### config.mk
export PLATFORM = sky130hd
export DESIGN_NAME = ap_perm_check
export DESIGN_NICKNAME = d
export VERILOG_FILES = /design/src/rtl/perm_pkg.sv /design/src/rtl/perm_domain_check.sv /design/src/rtl/perm_ap_decode.sv /design/src/rtl/perm_fault_select.sv /design/src/rtl/ap_perm_check.sv
export SDC_FILE = /design/constraint.sdc
export NUM_CORES = 1
export LEC_CHECK = 0
export ABC_AREA = 1
export BUFFER_PORTS_ARGS = -buffer_cell sky130_fd_sc_hd__buf_2
export CAP_MARGIN = 20
export CORE_MARGIN = 3
export CORE_UTILIZATION = 42
export DETAILED_ROUTE_END_ITERATION = 10
export GPL_TIMING_DRIVEN = 0
export PLACE_DENSITY = 0.88
export SETUP_SLACK_MARGIN = 0.02
export SLEW_MARGIN = 25
export SYNTH_ARGS = -nofsm -noshare
export SYNTH_HDL_FRONTEND = slang
export SYNTH_SLANG_ARGS = --single-unit
### constraint.sdc
create_clock -name clk_i -period 0.8 [get_ports clk_i]
set_input_delay 0.12 -clock clk_i [delete_from_list [all_inputs] [get_ports clk_i]]
set_output_delay 0.12 -clock clk_i [all_outputs]
set_load 0.02 [all_outputs]
### src/rtl/perm_pkg.sv
package perm_pkg;
  typedef enum logic [1:0] {
    FC_NONE   = 2'd0,
    FC_DOMAIN = 2'd1,
    FC_PABT   = 2'd2,
    FC_DABT   = 2'd3
  } fault_code_e;

  typedef enum logic [1:0] {
    ACC_READ  = 2'd0,
    ACC_WRITE = 2'd1,
    ACC_FETCH = 2'd2,
    ACC_READ2 = 2'd3
  } acc_kind_e;

  typedef enum logic [1:0] {
    DOM_NOACC   = 2'd0,
    DOM_CLIENT  = 2'd1,
    DOM_RSVD    = 2'd2,
    DOM_MANAGER = 2'd3
  } dom_class_e;
endpackage

### src/rtl/perm_domain_check.sv
module perm_domain_check #(
  parameter int DOMAIN_W = 4,
  localparam int NUM_DOM = 1 << DOMAIN_W,
  localparam int DAC_W   = 2 * NUM_DOM
) (
  input  logic [DOMAIN_W-1:0] domain_i,
  input  logic [DAC_W-1:0]    dac_i,
  input  logic                long_fmt_i,
  output logic                dom_fault_o,
  output logic                dom_manager_o
);
  import perm_pkg::*;

  logic [1:0] field_a [NUM_DOM];
  logic [1:0] sel_field;

  for (genvar g = 0; g < NUM_DOM; g++) begin : g_field
    assign field_a[g] = dac_i[2*g +: 2];
  end

  assign sel_field = field_a[domain_i];

  always_comb begin
    dom_fault_o   = 1'b0;
    dom_manager_o = 1'b0;
    if (!long_fmt_i) begin
      unique case (dom_class_e'(sel_field))
        DOM_NOACC, DOM_RSVD: dom_fault_o   = 1'b1;
        DOM_MANAGER:         dom_manager_o = 1'b1;
        default:             ;
      endcase
    end
  end
endmodule

### src/rtl/perm_ap_decode.sv
module perm_ap_decode #(
  parameter int AP_W = 3
) (
  input  logic [AP_W-1:0] ap_i,
  input  logic            long_fmt_i,
  input  logic            afe_i,
  input  logic [1:0]      sr_i,
  input  logic            priv_i,
  input  logic            is_write_i,
  output logic [AP_W-1:0] ap_eff_o,
  output logic            ap_abort_o,
  output logic            writable_o
);
  logic [AP_W-1:0] ap_shift;

  assign ap_shift = long_fmt_i ? {ap_i[AP_W-2:0], 1'b0} : ap_i;
  assign ap_eff_o = (long_fmt_i || afe_i) ? (ap_shift | AP_W'(1)) : ap_shift;

  always_comb begin
    ap_abort_o = 1'b1;
    writable_o = 1'b0;
    unique case (ap_eff_o)
      AP_W'(0): begin
        // legacy protection bits decide
        unique case (sr_i)
          2'd1:    ap_abort_o = is_write_i || !priv_i;
          2'd2:    ap_abort_o = is_write_i;
          default: ap_abort_o = 1'b1;
        endcase
      end
      AP_W'(1): begin
        ap_abort_o = !priv_i;
        writable_o = 1'b1;
      end
      AP_W'(2): begin
        ap_abort_o = !priv_i && is_write_i;
        writable_o = priv_i;
      end
      AP_W'(3): begin
        ap_abort_o = 1'b0;
        writable_o = 1'b1;
      end
      AP_W'(5): ap_abort_o = !priv_i || is_write_i;
      default:  ap_abort_o = 1'b1;
    endcase
  end
endmodule

### src/rtl/perm_fault_select.sv
module perm_fault_select #(
  parameter int AP_W = 3
) (
  input  logic [AP_W-1:0] ap_eff_i,
  input  logic            ap_abort_i,
  input  logic            writable_i,
  input  logic            dom_fault_i,
  input  logic            dom_manager_i,
  input  logic            xn_i,
  input  logic            pxn_i,
  input  logic            long_fmt_i,
  input  logic            stage2_i,
  input  logic [1:0]      hap_i,
  input  logic [1:0]      kind_i,
  input  logic            priv_i,
  input  logic            wxn_i,
  input  logic            uwxn_i,
  output logic [1:0]      code_o
);
  import perm_pkg::*;

  logic is_fetch, is_write, abt, hap_ok, xn_eff, fetch_bad, data_bad;

  assign is_fetch  = acc_kind_e'(kind_i) == ACC_FETCH;
  assign is_write  = acc_kind_e'(kind_i) == ACC_WRITE;
  assign abt       = ap_abort_i && !stage2_i;
  assign hap_ok    = !stage2_i || (is_write ? hap_i[1] : hap_i[0]);
  assign xn_eff    = xn_i || (writable_i && wxn_i) ||
                     (ap_eff_i == AP_W'(3) && uwxn_i && priv_i);
  assign fetch_bad = abt || xn_eff || (long_fmt_i && pxn_i && priv_i) || !hap_ok;
  assign data_bad  = abt || !hap_ok;

  always_comb begin
    if (dom_fault_i)        code_o = FC_DOMAIN;
    else if (dom_manager_i) code_o = FC_NONE;
    else if (is_fetch)      code_o = fetch_bad ? FC_PABT : FC_NONE;
    else                    code_o = data_bad ? FC_DABT : FC_NONE;
  end
endmodule

### src/rtl/ap_perm_check.sv
module ap_perm_check #(
  parameter int DOMAIN_W = 4,
  parameter int AP_W     = 3,
  localparam int DAC_W   = 2 << DOMAIN_W
) (
  input  logic                clk_i,
  input  logic                rst_ni,
  input  logic                valid_i,
  input  logic [DOMAIN_W-1:0] domain_i,
  input  logic [DAC_W-1:0]    dac_i,
  input  logic [AP_W-1:0]     ap_i,
  input  logic                xn_i,
  input  logic                pxn_i,
  input  logic                long_fmt_i,
  input  logic                stage2_i,
  input  logic [1:0]          hap_i,
  input  logic [1:0]          kind_i,
  input  logic                priv_i,
  input  logic                wxn_i,
  input  logic                uwxn_i,
  input  logic                afe_i,
  input  logic [1:0]          sr_i,
  output logic                done_o,
  output logic [1:0]          fault_code_o
);
  import perm_pkg::*;

  logic            dom_fault, dom_manager, ap_abort, writable;
  logic [AP_W-1:0] ap_eff;
  logic [1:0]      code_d;
  logic            done_q;
  logic [1:0]      code_q;

  perm_domain_check #(.DOMAIN_W(DOMAIN_W)) u_dom (
    .domain_i      (domain_i),
    .dac_i         (dac_i),
    .long_fmt_i    (long_fmt_i),
    .dom_fault_o   (dom_fault),
    .dom_manager_o (dom_manager)
  );

  perm_ap_decode #(.AP_W(AP_W)) u_ap (
    .ap_i       (ap_i),
    .long_fmt_i (long_fmt_i),
    .afe_i      (afe_i),
    .sr_i       (sr_i),
    .priv_i     (priv_i),
    .is_write_i (acc_kind_e'(kind_i) == ACC_WRITE),
    .ap_eff_o   (ap_eff),
    .ap_abort_o (ap_abort),
    .writable_o (writable)
  );

  perm_fault_select #(.AP_W(AP_W)) u_sel (
    .ap_eff_i      (ap_eff),
    .ap_abort_i    (ap_abort),
    .writable_i    (writable),
    .dom_fault_i   (dom_fault),
    .dom_manager_i (dom_manager),
    .xn_i          (xn_i),
    .pxn_i         (pxn_i),
    .long_fmt_i    (long_fmt_i),
    .stage2_i      (stage2_i),
    .hap_i         (hap_i),
    .kind_i        (kind_i),
    .priv_i        (priv_i),
    .wxn_i         (wxn_i),
    .uwxn_i        (uwxn_i),
    .code_o        (code_d)
  );

  always_ff @(posedge clk_i or negedge rst_ni) begin
    if (!rst_ni) begin
      done_q <= 1'b0;
      code_q <= FC_NONE;
    end else begin
      done_q <= valid_i;
      code_q <= valid_i ? code_d : FC_NONE;
    end
  end

  assign done_o       = done_q;
  assign fault_code_o = code_q;

  a_r1_done_after_valid: assert property (@(posedge clk_i) disable iff (!rst_ni)
    valid_i |=> done_o);
  a_r1_quiet_when_idle: assert property (@(posedge clk_i) disable iff (!rst_ni)
    !valid_i |=> (!done_o && fault_code_o == 2'd0));
  a_r2_noacc_faults: assert property (@(posedge clk_i) disable iff (!rst_ni)
    (valid_i && !long_fmt_i && ((dac_i >> (2 * domain_i)) & DAC_W'(3)) == DAC_W'(0))
    |=> fault_code_o == 2'd1);
  a_r2_manager_grants: assert property (@(posedge clk_i) disable iff (!rst_ni)
    (valid_i && !long_fmt_i && ((dac_i >> (2 * domain_i)) & DAC_W'(3)) == DAC_W'(3))
    |=> fault_code_o == 2'd0);
  a_r3_long_no_domain: assert property (@(posedge clk_i) disable iff (!rst_ni)
    (valid_i && long_fmt_i) |=> fault_code_o != 2'd1);
  a_r10_fetch_no_dabt: assert property (@(posedge clk_i) disable iff (!rst_ni)
    (valid_i && kind_i == 2'd2) |=> fault_code_o != 2'd3);
  a_r10_data_no_pabt: assert property (@(posedge clk_i) disable iff (!rst_ni)
    (valid_i && kind_i != 2'd2) |=> fault_code_o != 2'd2);
endmodule

; After elaboration in Yosys (flattened, before gate mapping)
; Cells that the tools add are included.
; Widths: inputs -> output; s select.
[classes]
magnitude_cmp = 1
eq_ne = 10
mux = 19
bitwise = 1
n_reduce_logical = 23
[ops]
columns = op, n
row1 = $mux 2, 8
row2 = $logic_or 1x1->1, 9
row3 = $bmux 2 s4, 1
row4 = $eq 2x2->1 const B, 4
row5 = $logic_and 1x1->1, 7
row6 = $eq 3x2->1 const B, 2
row7 = $mux 1, 6
row8 = $ge 5x5->1 const B, 1
row9 = $not 4->5, 1
row10 = $pmux 1 s5, 1
row11 = $eq 2x1->1 const B, 2
row12 = $pmux 1 s2, 2
row13 = $reduce_or 2->1, 2
row14 = $eq 3x1->1 const B, 1
row15 = $eq 3x3->1 const B, 1
row16 = $logic_not 1->1, 3
row17 = $logic_not 3->1, 1
row18 = $mux 3, 1
row19 = $logic_not 2->1, 1
[totals]
ff_bits = 3
inputBits = 56
out_inout_bits = 3

; Depth between registers and ports, before layout
[depth]
depth_word = 16
ltp_mapped = 14
depth_no_buf = 14

; By module
; From an unflattened synthesis, not the netlist that was laid out.
[unflattened]
cells_unflattened = 170
area_unflattened_um2 = 833.3
[by_module_without_submodules]
columns = module, instances, cells_per_inst, area_per_inst_um2, seq_area_each_um2
row1 = perm_domain_check, 1, 101, 452.9, 0.0
row2 = perm_ap_decode, 1, 33, 158.9, 0.0
row3 = perm_fault_select, 1, 27, 121.4, 0.0
row4 = ap_perm_check, 1, 9, 100.1, 75.1

; Worst setup path after synthesis
; OpenSTA, ideal clock, no wires.
[synth_path]
path_kind = input-to-reg
from = input port sr_i[0]
to = register code_q[1], in the netlist fault_code_o[1]
setup_ps = 118
arrival_ps = 923
path_slack_ps = -241
cell_stages = 12
cell_sequence = inv_1 -> ha_1 -> inv_1 -> nand2_1 -> nand2_1 -> nand2_1 -> nand2_1 -> nand2_1 -> nand2_1 -> nand2_1 -> nor2_1 -> nor2_2
[synth_via]
elab_chain_len = 12
[synth_rtl]
columns = element, line
row1 = "start, declared", ap_perm_check.sv:22  ; input logic [1:0] sr_i,
row2 = $eq 2x2->1 or $eq 2x1->1 (tied branches), perm_ap_decode.sv:25  ; unique case (sr_i)
row3 = $pmux 1 s2 *, perm_ap_decode.sv:25
row4 = $pmux 1 s5 *, perm_ap_decode.sv:22  ; unique case (ap_eff_o)
row5 = $logic_and 1x1->1 *, perm_fault_select.sv:26  ; assign abt = ap_abort_i && !stage2_i;
row6 = $logic_or 1x1->1 (3 in series), perm_fault_select.sv:30  ; assign fetch_bad = abt || xn_eff || (long_fmt_i && pxn_i && priv_i) || !hap_ok;
row7 = $mux 2, perm_fault_select.sv:36  ; else if (is_fetch) code_o = fetch_bad ? FC_PABT : FC_NONE;
row8 = $mux 2 *, perm_fault_select.sv:36
row9 = $mux 2 *, perm_fault_select.sv:35  ; else if (dom_manager_i) code_o = FC_NONE;
row10 = $mux 2 *, perm_fault_select.sv:34  ; if (dom_fault_i) code_o = FC_DOMAIN;
row11 = $mux 2 *, ap_perm_check.sv:78  ; code_q <= valid_i ? code_d : FC_NONE;
row12 = "end signal, assigned", ap_perm_check.sv:78
row13 = "end, declared", ap_perm_check.sv:32  ; logic [1:0] code_q;
; Every way passes the cells marked *; elsewhere a longest branch is shown, timed or not.

; Worst setup path in the final report
[layout_path]
from = input port sr_i[1]
to = register code_q[1], in the netlist fault_code_o[1]
; Same word-level chain as after synthesis.

==> flow_summary.ini <==
[global_routing]
overflow = 0
grt_pass1_vias = 940
grt.total_usage_pct = 19.56
grt_max_degree = 11
grt_pass1_wl_um = 3381
antenna_found_initial = 0

[detailed_routing]
met1_length_um = 836
top_layer = met4
met3WireLength_um = 183
vias_per_cell = 4.977
ant_nets = 0
wl_per_cell_um = 10.46
wl_met2_um = 1247
first_pass_iters = 4
drt_first_iter_violations = 13
num_vias = 1100
wl_um = 2311
drcViolationCount = 0

[synth]
synth_cell_types = 19
synthesis.nets = 201
async_flop_share_pct = 100.0
syn_avg_cell_area_um2 = 5.171
synth_most_common_cell = nand2_1
synth-edff-count = 0
yosysTopAreaCell = nand2_1
ys_ff_latch = 3
ys_seq_area_share_pct = 10.15
synth_ff_type = dfrtp_1
synth_commonest_cells = 46 x nand2_1, 27 x inv_1, 21 x nand3_1
ys_warn_count = 0
synth_area_leaders = nand2_1 23%, nand3_1 14%, inv_1 14%, dfrtp_1 10%, nor2_1 5.6%
yosysTopAreaCellShare_pct = 23.35
syn_inst = 143
syn-cell-area_um2 = 739.5

[sta]
hold_viol = 0
slew_headroom_pct = 86.93
worstMarginPinSlew_ns = 0.1952
layout_min_cycle_time_ns = 0.9265
fin_ws_ns = -0.1265
finalCritPeriodShare_pct = 115.8
final-setup-viol-count = 5
finalMaxSlewViolations = 0
fin_setup_tns_ns = -0.3553
holdWs_ns = 0.04144
fmax_mhz = 1079
rsz0062_at_grt = yes

[clock_network]
cts_buffers = 3
ctsHtreeMaxLevel = 1
cts_tree = built
path_clk_slew_ns = 0.04
clock_sinks = 3
clockRootBuffer = clkbuf_4
cts.path.max_buffers = 2
cts_setup_buffers = 0

[critical_path]
crit_buf_inv = 3
end_kind = register
critPathMaxStageDelay_ns = 0.14
cpMostUsedCell = nand2_1
critPathTopFamily = simple AND/OR/NAND/NOR gates
required_ns = 0.92
cp_slowest_cell = ha_4
arrival_ns = 1.04
critPathKind = input port to register
worstSetupStartpointType = input port
cp_max_fo = 2
cp_cell_sequence = buf_8, inv_4, ha_4, inv_2, nand2_1, nand2_1, nand2_1, nand2_1, nand2_1, nand2_1, nand2_1, nand2_1, nand2_2, nor2_2, nor2_2

[cells_and_area]
final_cell_area_um2 = 1199
regArea_um2 = 75.07
multi_input_area_um2 = 554.3
final.fill_count = 145
fin_nets = 264
syn2layout_area_growth_pct = 62.10
n_antenna_cell = 0
drive_gt1_share_pct = 43.41
fin_util_pct = 76.03

[run_status]
status = complete, but fails checks
violations = setup timing

[die]
fp.dieH_um = 47.96
std_cell_rows = 14
core_um2 = 1577
start_util_pct = 46.90
die_w_um = 47.96
die_area_um2 = 2300
boundaryPins = 59

[power_and_ir_drop]
powerDensity_nw_per_um2 = 826.2
p_leak_uw = 0.0007164
vdd_drop_max_uv = 427.0

[worst_hold_path]
whs_endpoint = done_o
hold_path_class = input port to register
hold_path.startpoint = valid_i
hold-path-cell-count = 1

[placed_design]
gp_congestion = 0.7829
hpwl_um = 1879
post-place-ws_ns = -0.4587
io_buffer_count = 57
placement.cell_area_um2 = 1081

[run]
drv_cap = 0
==> cell families after synthesis <==
family                   synth area share [%]
AO/OA/AOI/OAI                           13.88
adder cells (fa/ha/maj)                 3.384
buffers and inverters                   22.67
flip-flops                              10.15
AND/OR/NAND/NOR                         49.92
==> where the power goes <==
part,switching [uW],internal [uW]
clock network,69.6,186
logic,287,278
registers,5.12,164
total,362,629
==> per-layer routing <==
layer,global-route usage (%),vias to the layer above
met5,0,-
met4,5.914,0
met3,1.128,4
met2,38.26,51
met1,22.05,476
li1,-,569
==> how the worst max path moves through the flow <==
stage	startpoint	end	cells past startpoint
global placement	sr_i[1]	fault_code_o[0]	15
global route	sr_i[1]	fault_code_o[1]	15
CTS	sr_i[1]	fault_code_o[0]	15
detailed placement	sr_i[1]	fault_code_o[0]	15
floorplan	domain_i[0]	fault_code_o[1]	10
finish	sr_i[1]	fault_code_o[1]	15
==> area by class of cell <==
| class | instances | area share (%) |
|---|---|---|
| Clock buffer | 4 | 2.192 |
| Buffer | 3 | 4.593 |
| Tap cell | 16 | 1.670 |
| Sequential cell | 3 | 6.263 |
| Multi-Input combinational cell | 106 | 46.24 |
| Timing Repair Buffer | 58 | 28.08 |
| Inverter | 31 | 10.96 |
==> cell usage in the layout (no fill, tap or decap), types with 2 or more instances in the layout <==
cell type,count
o211ai_1,4
a21oi_2,2
nor2_2,5
nand3_1,19
inv_1,22
buf_12,2
a21oi_1,2
nor2_1,9
nand2_2,5
o21ai_1,8
buf_2,51
nand2_1,44
nand3_2,2
dfrtp_1,3
inv_2,4
inv_4,4
clkbuf_4,3
buf_6,3
ha_4,2
buf_8,3
==> per-stage QoR <==
stage / cells / total power, uW
floorplan: 143 / 459.0
global placement: 216 / 652.0
detailed placement: 216 / 667.5
CTS: 221 / 976.8
global route: 221 / 1080
finish: 221 / 990.4
==> flip-flops by register name, summed over array words and instances (netlist names) <==
signal	flops
done_o	1
fault_code_o	2
==> repair_timing <==
item                                    CTS  global route
gates resized for setup                  18             9
endpoints found under the setup margin    5             5
hold endpoints to repair                  3             0
pin swaps                                 9             5
hold buffers                              1             0
Note: power is estimated with default switching activity, not from simulation.
